===== src/rtl/cfg_rstlat_pkg.sv =====
package cfg_rstlat_pkg;

    localparam int unsigned CFG_AW = 8;
    localparam int unsigned CFG_DW = 8;
    localparam int unsigned N_ENABLES = 3;
    localparam int unsigned N_LAT = 2;

    localparam logic [CFG_AW-1:0] OFS_MIN_GNT = 8'h3E;
    localparam logic [CFG_AW-1:0] OFS_MAX_LAT = 8'h3F;
    localparam logic [CFG_AW-1:0] OFS_SRST    = 8'h40;

    localparam logic [CFG_DW-1:0] LAT_DEFAULT = '0;

    typedef enum logic [1:0] {
        ST_QUIET = 2'd0,
        ST_LIVE  = 2'd1,
        ST_PULSE = 2'd2
    } srst_state_t;

endpackage


===== src/rtl/srst_fsm.sv =====
module srst_fsm
    import cfg_rstlat_pkg::*;
#(
    parameter int unsigned NE = N_ENABLES
) (
    input  logic          clk,
    input  logic          rst_n,
    input  logic [NE-1:0] en_vec,
    input  logic          det_dis,
    output logic          rst_pulse
);

    srst_state_t state_q;
    srst_state_t state_d;
    logic        any_en;

    assign any_en = |en_vec;

    // state register
    always_ff @(posedge clk or negedge rst_n) begin
        if (!rst_n) begin
            state_q <= ST_QUIET;
        end else begin
            state_q <= state_d;
        end
    end

    // next state
    always_comb begin
        state_d = state_q;
        unique case (state_q)
            ST_QUIET: begin
                if (any_en) state_d = ST_LIVE;
            end
            ST_LIVE: begin
                if (!any_en) state_d = det_dis ? ST_QUIET : ST_PULSE;
            end
            ST_PULSE: begin
                state_d = any_en ? ST_LIVE : ST_QUIET;
            end
            default: state_d = ST_QUIET;
        endcase
    end

    // outputs (Moore)
    always_comb begin
        rst_pulse = 1'b0;
        unique case (state_q)
            ST_PULSE: rst_pulse = 1'b1;
            default:  rst_pulse = 1'b0;
        endcase
    end

endmodule


===== src/rtl/lat_regs.sv =====
module lat_regs
    import cfg_rstlat_pkg::*;
#(
    parameter int unsigned W   = CFG_DW,
    parameter int unsigned N   = N_LAT,
    parameter logic [W-1:0] DEF = LAT_DEFAULT
) (
    input  logic                clk,
    input  logic                rst_n,
    input  logic                load,
    input  logic                csum_ok,
    input  logic [N-1:0][W-1:0] img,
    output logic [N-1:0][W-1:0] val
);

    for (genvar g = 0; g < N; g++) begin : g_byte
        always_ff @(posedge clk or negedge rst_n) begin
            if (!rst_n) begin
                val[g] <= DEF;
            end else if (load) begin
                val[g] <= csum_ok ? img[g] : DEF;
            end
        end
    end

endmodule


===== src/rtl/cfg_port.sv =====
module cfg_port
    import cfg_rstlat_pkg::*;
#(
    parameter int unsigned AW = CFG_AW,
    parameter int unsigned DW = CFG_DW
) (
    input  logic          clk,
    input  logic          rst_n,
    input  logic [AW-1:0] addr,
    input  logic          wr,
    input  logic [DW-1:0] wdata,
    input  logic [DW-1:0] min_gnt,
    input  logic [DW-1:0] max_lat,
    output logic [DW-1:0] rdata,
    output logic          det_dis
);

    localparam int unsigned PAD_W = DW - 1;

    always_ff @(posedge clk or negedge rst_n) begin
        if (!rst_n) begin
            det_dis <= 1'b0;
        end else if (wr && (addr == OFS_SRST)) begin
            det_dis <= wdata[0];
        end
    end

    always_comb begin
        unique case (addr)
            OFS_MIN_GNT: rdata = min_gnt;
            OFS_MAX_LAT: rdata = max_lat;
            OFS_SRST:    rdata = {{PAD_W{1'b0}}, det_dis};
            default:     rdata = '0;
        endcase
    end

endmodule


===== src/rtl/cfg_rstlat.sv =====
module cfg_rstlat
    import cfg_rstlat_pkg::*;
(
    input  logic              clk,
    input  logic              rst_n,
    input  logic [CFG_AW-1:0] cfg_addr,
    input  logic              cfg_wr,
    input  logic [CFG_DW-1:0] cfg_wdata,
    output logic [CFG_DW-1:0] cfg_rdata,
    input  logic              cmd_bm_en,
    input  logic              cmd_mem_en,
    input  logic              cmd_io_en,
    input  logic              ee_load,
    input  logic [CFG_DW-1:0] ee_min_gnt,
    input  logic [CFG_DW-1:0] ee_max_lat,
    input  logic              ee_csum_ok,
    output logic              adapter_rst
);

    logic [N_LAT-1:0][CFG_DW-1:0] lat_img;
    logic [N_LAT-1:0][CFG_DW-1:0] lat_val;
    logic [CFG_DW-1:0]            min_gnt_q;
    logic [CFG_DW-1:0]            max_lat_q;
    logic                         srst_dis;

    assign lat_img[0] = ee_min_gnt;
    assign lat_img[1] = ee_max_lat;
    assign min_gnt_q  = lat_val[0];
    assign max_lat_q  = lat_val[1];

    lat_regs #(.W(CFG_DW), .N(N_LAT), .DEF(LAT_DEFAULT)) u_lat (
        .clk     (clk),
        .rst_n   (rst_n),
        .load    (ee_load),
        .csum_ok (ee_csum_ok),
        .img     (lat_img),
        .val     (lat_val)
    );

    cfg_port #(.AW(CFG_AW), .DW(CFG_DW)) u_port (
        .clk     (clk),
        .rst_n   (rst_n),
        .addr    (cfg_addr),
        .wr      (cfg_wr),
        .wdata   (cfg_wdata),
        .min_gnt (min_gnt_q),
        .max_lat (max_lat_q),
        .rdata   (cfg_rdata),
        .det_dis (srst_dis)
    );

    srst_fsm #(.NE(N_ENABLES)) u_fsm (
        .clk       (clk),
        .rst_n     (rst_n),
        .en_vec    ({cmd_bm_en, cmd_mem_en, cmd_io_en}),
        .det_dis   (srst_dis),
        .rst_pulse (adapter_rst)
    );

endmodule


===== config.mk =====
export PLATFORM = sky130hd
export DESIGN_NAME = cfg_rstlat
export DESIGN_NICKNAME = d
export VERILOG_FILES = /design/src/rtl/cfg_rstlat_pkg.sv /design/src/rtl/srst_fsm.sv /design/src/rtl/lat_regs.sv /design/src/rtl/cfg_port.sv /design/src/rtl/cfg_rstlat.sv
export SDC_FILE = /design/constraint.sdc
export NUM_CORES = 1
export LEC_CHECK = 0
export ABC_CLOCK_PERIOD_IN_PS = 2900
export BUFFER_PORTS_ARGS = -buffer_cell sky130_fd_sc_hd__buf_2
export CAP_MARGIN = 20
export CELL_PAD_IN_SITES_DETAIL_PLACEMENT = 1
export CELL_PAD_IN_SITES_GLOBAL_PLACEMENT = 1
export CORE_ASPECT_RATIO = 2
export CORE_UTILIZATION = 34
export DETAILED_ROUTE_END_ITERATION = 10
export GPL_ROUTABILITY_DRIVEN = 1
export PLACE_DENSITY_LB_ADDON = 0.1
export SLEW_MARGIN = 20
export SYNTH_ARGS = -nofsm -noshare
export SYNTH_HDL_FRONTEND = slang
export SYNTH_HIERARCHICAL = 1
export SYNTH_SLANG_ARGS = --single-unit
export TNS_END_PERCENT = 100

===== constraint.sdc =====
create_clock -name clk -period 2.9 [get_ports clk]
set_input_delay 0.58 -clock clk [delete_from_list [all_inputs] [get_ports clk]]
set_output_delay 0.58 -clock clk [all_outputs]
set_load 0.005 [all_outputs]

# Word level (Yosys, flattened, before mapping)
# Index checks and enable logic that the tools add are counted.
# word_totals
in_bits	40
register_bits	19
# classes
n_reduce_logical	4
muxes	9
n_eq_ne	7
# op_table
operator	count
case mux 8 bit (3 select lines)	1
== test 8 x 6 -> 1 bit, second input constant	2
2-to-1 mux 8 bit	2
== test 8 x 7 -> 1 bit, second input constant	1
2-to-1 mux 2 bit	3
case mux 2 bit (3 select lines)	1
OR reduction 3 bit	1
== test 2 x 1 -> 1 bit, second input constant	1
== test 2 bit, second input constant	1
logical NOT 2 bit	1
2-to-1 mux 1 bit	2
!= test 2 x 1 -> 1 bit, second input constant	1
!= test 2 bit, second input constant	1
AND reduction 2 bit	1
logical AND 1 bit	1

# Depth between registers and ports, before layout
# logic_depth
depth_word	3
depth_mapped	4
ltp_nobuf	3

# Modules after synthesis
# The synthesis kept the hierarchy.
# modules_own_cells
module	n_inst	cells_each	area_per_inst_um2
lat_regs	1	68	663.1
cfg_port	1	27	224.0
srst_fsm	1	7	81.3

# Least setup slack after synthesis
# Ideal clock, no wire load.
# synth_path
path_kind	input to output
startpoint	input cfg_addr[7]
endpoint	output cfg_rdata[0]
t_required_ns	2.320
path_stages	3
slack_ns	0.929
path_buffers	1
arrival_time_ns	1.391
path_cell_list	or4_1 -> buf_2 -> o21ai_1
# synth_between
elab_chain_len	2
word_cells_on_any_way	4
# synth_rtl
element	line_no	source
start: declaration	cfg_rstlat.sv:6	input logic [CFG_AW-1:0] cfg_addr,
== test 8 x 7 -> 1 bit / == test 8 x 6 -> 1 bit (equally long branches)	cfg_port.sv:29	unique case (addr)
case mux 8 bit (3 select lines) *	cfg_port.sv:29	
end: declaration	cfg_rstlat.sv:9	output logic [CFG_DW-1:0] cfg_rdata,
# Every way passes the cells marked *; elsewhere a longest branch is shown, timed or not.

# Final worst setup path
# Ends and elaborated chain as after synthesis.

==> results.tsv <==
metric	value	unit
Hold WS	0.267	ns
max-slew violations	0	
share of cells above drive strength 1	0.340	
placed cells	166	
period utilization	0.793	
Leak	0.000609	µW
dpl hpwl	1.70	mm
worst-skew pair later-pin latency	0.25	ns
FP Rows	27	
EDFF count, synth	0	
Post-CTS Setup Inserts	0	
drt drc	0	
CORE AREA	0.00274	mm²
main area contributors after synthesis	dfrtp_1 (49%), nand3_1 (9.8%), mux2i_1 (8.3%)	
Primary FF master, synth	dfrtp_1	
Resized Gates After CTS	0	
largest fanout on the critical path	8	
Final min period	2.30	ns
Worst Skew	0.000978	ns
clk root buf	clkbuf_8	
initial DRC count	12	
commonest cells in the netlist	dfrtp_1 (19), nand3_1 (19), inv_1 (16)	
Layout Area Growth over Synthesis	23.9	%
chip height	77.5	µm
via count of the first global-routing pass	921	
starting density of the core	0.354	
Hold Path Class	primary input to async pin	
nets@finish	182	
final RePlAce weighted congestion	0.686	
post-route cell area	0.00120	mm²
vias per cell	5.16	
worst path required time	2.32	ns
final setup vio count	0	
max cap viols	0	
Synth area leader	dfrtp_1	
Worst Tran Pin Value	0.470	ns
antenna violations before repair	0	
CTS tree	done	
die area	0.00308	mm²
Reg2Reg Setup Slack	2.14	ns
Peak VDD IR	0.239	mV
Async SR Flop Fraction	1.00	
Post-Route WL	2.23	mm
fin util	0.439	
setup TNS	0	ns
Yosys top cell area share	0.491	
post-route ant nets	0	
Reg clk slew, reported paths	0.07	ns
Distinct cells, synth	19	
mapped cell area	968	µm²
post-placement cell area	0.00115	mm²
Antenna diodes	0	
syn_area_per_cell	9.49	µm²
highest clock rate	435	MHz
Final Hold Vio Count	0	
Syn Inst Count	102	
Vias	877	
I/O pin cnt	49	
net count after synthesis	142	
Power Dens Cells	457	mW/mm²
Post-CTS Hold Fix Bufs	0	
YS warnings	6	
Critical Path End Type	output pin	
Clock Sink Count	19	
Num CTS Buffers	3	
Max H-tree Level	1	
critical path class	primary input to output pin	
first-pass GRT wire length	3.80	mm
gr ovfl total	0	
GRT Util Overall	0.176	
drt first pass iters	4	
final std cells w/o fill	170	
sequential area share after synthesis	0.491	
#FFs+latches synth	19	
FILL cells	363	
RSZ-0062 raised after global routing	false	
pin count of the biggest net entering global routing	33	
die span in x	39.7	µm
status	complete, no violations	
CTS Buffer Depth	2	
detailed-route wire length per cell	13.1	µm
Critical Path Start Type	primary input	
Port Buffers	41	
Slew HR	0.687	
CP arrival	1.72	ns
==> final timing paths <==
kind                                  start          endpoint  cells past startpoint
max                             cfg_addr[7]      cfg_rdata[0]                      4
min                                   rst_n     u_lat/val[13]                      1
max reg2reg                  u_port/det_dis    u_port/det_dis                      1
min reg2reg                u_fsm/state_q[1]  u_fsm/state_q[0]                      1
max in group asynchronous             rst_n  u_fsm/state_q[0]                      1
min in group clk           u_fsm/state_q[1]  u_fsm/state_q[0]                      1
==> metrics by stage <==
stage          worst slack [ns]  total power (µW)
5_1_grt                   0.528               579
6_report                  0.601               549
2_1_floorplan             0.929               340
3_3_place_gp              0.588               371
3_5_place_dp              0.588               377
4_1_cts                   0.585               557
==> power by group <==
part	switching, µW	total, µW	internal, µW
registers	10.5	295	285
clock network	81.6	179	97.4
logic	40.4	74.3	33.9
==> worst max-delay path: stages <==
cell     delay [ns]
buf_2          0.10
or4_1          0.72
o21ai_1        0.19
buf_2          0.12
==> registers in the layout, indices dropped and copies added, names as in the netlist <==
register / count
u_fsm/state_q: 2
u_port/det_dis: 1
u_lat/val: 16
==> layout make-up <==
type                            count  area (µm²)  share of cell area
Clock buffer                        4        45.0              0.0375
Inverter                           16        60.1              0.0501
Multi-Input combinational cell     61         378               0.315
Sequential cell                    19         475               0.396
Tap cell                           29        36.3              0.0302
Timing Repair Buffer               41         205               0.171
==> kinds of logic after synthesis <==
family | share of synthesized area
mux | 0.0982
simple gates | 0.195
compound gates | 0.0969
flops | 0.491
buf+inv | 0.119
==> cell usage in the layout, fill, tap and decap left out <==
master    instances
mux2_4            1
clkbuf_1          1
nor2_1            8
dfrtp_1          19
inv_1            16
nand3_1          19
a21oi_1           1
clkbuf_8          3
and3_1            1
o21ai_0          15
nand2_1           1
o21ai_2           1
nor4b_1           1
nor4_4            1
mux2i_1           8
or4_1             1
nor2b_1           1
nor3_2            1
o21ai_1           1
buf_2            41
==> metal layers <==
metal / vias to the layer above / global-route usage / wire [µm]
met2: 32 / 0.323 / 1270
met4: 0 / 0.0724 / 27
li1: 416 / - / -
met3: 2 / 0.0286 / 134
met5: - / 0 / 0
met1: 427 / 0.177 / 790
Note: power is estimated with default switching activity, not from simulation.
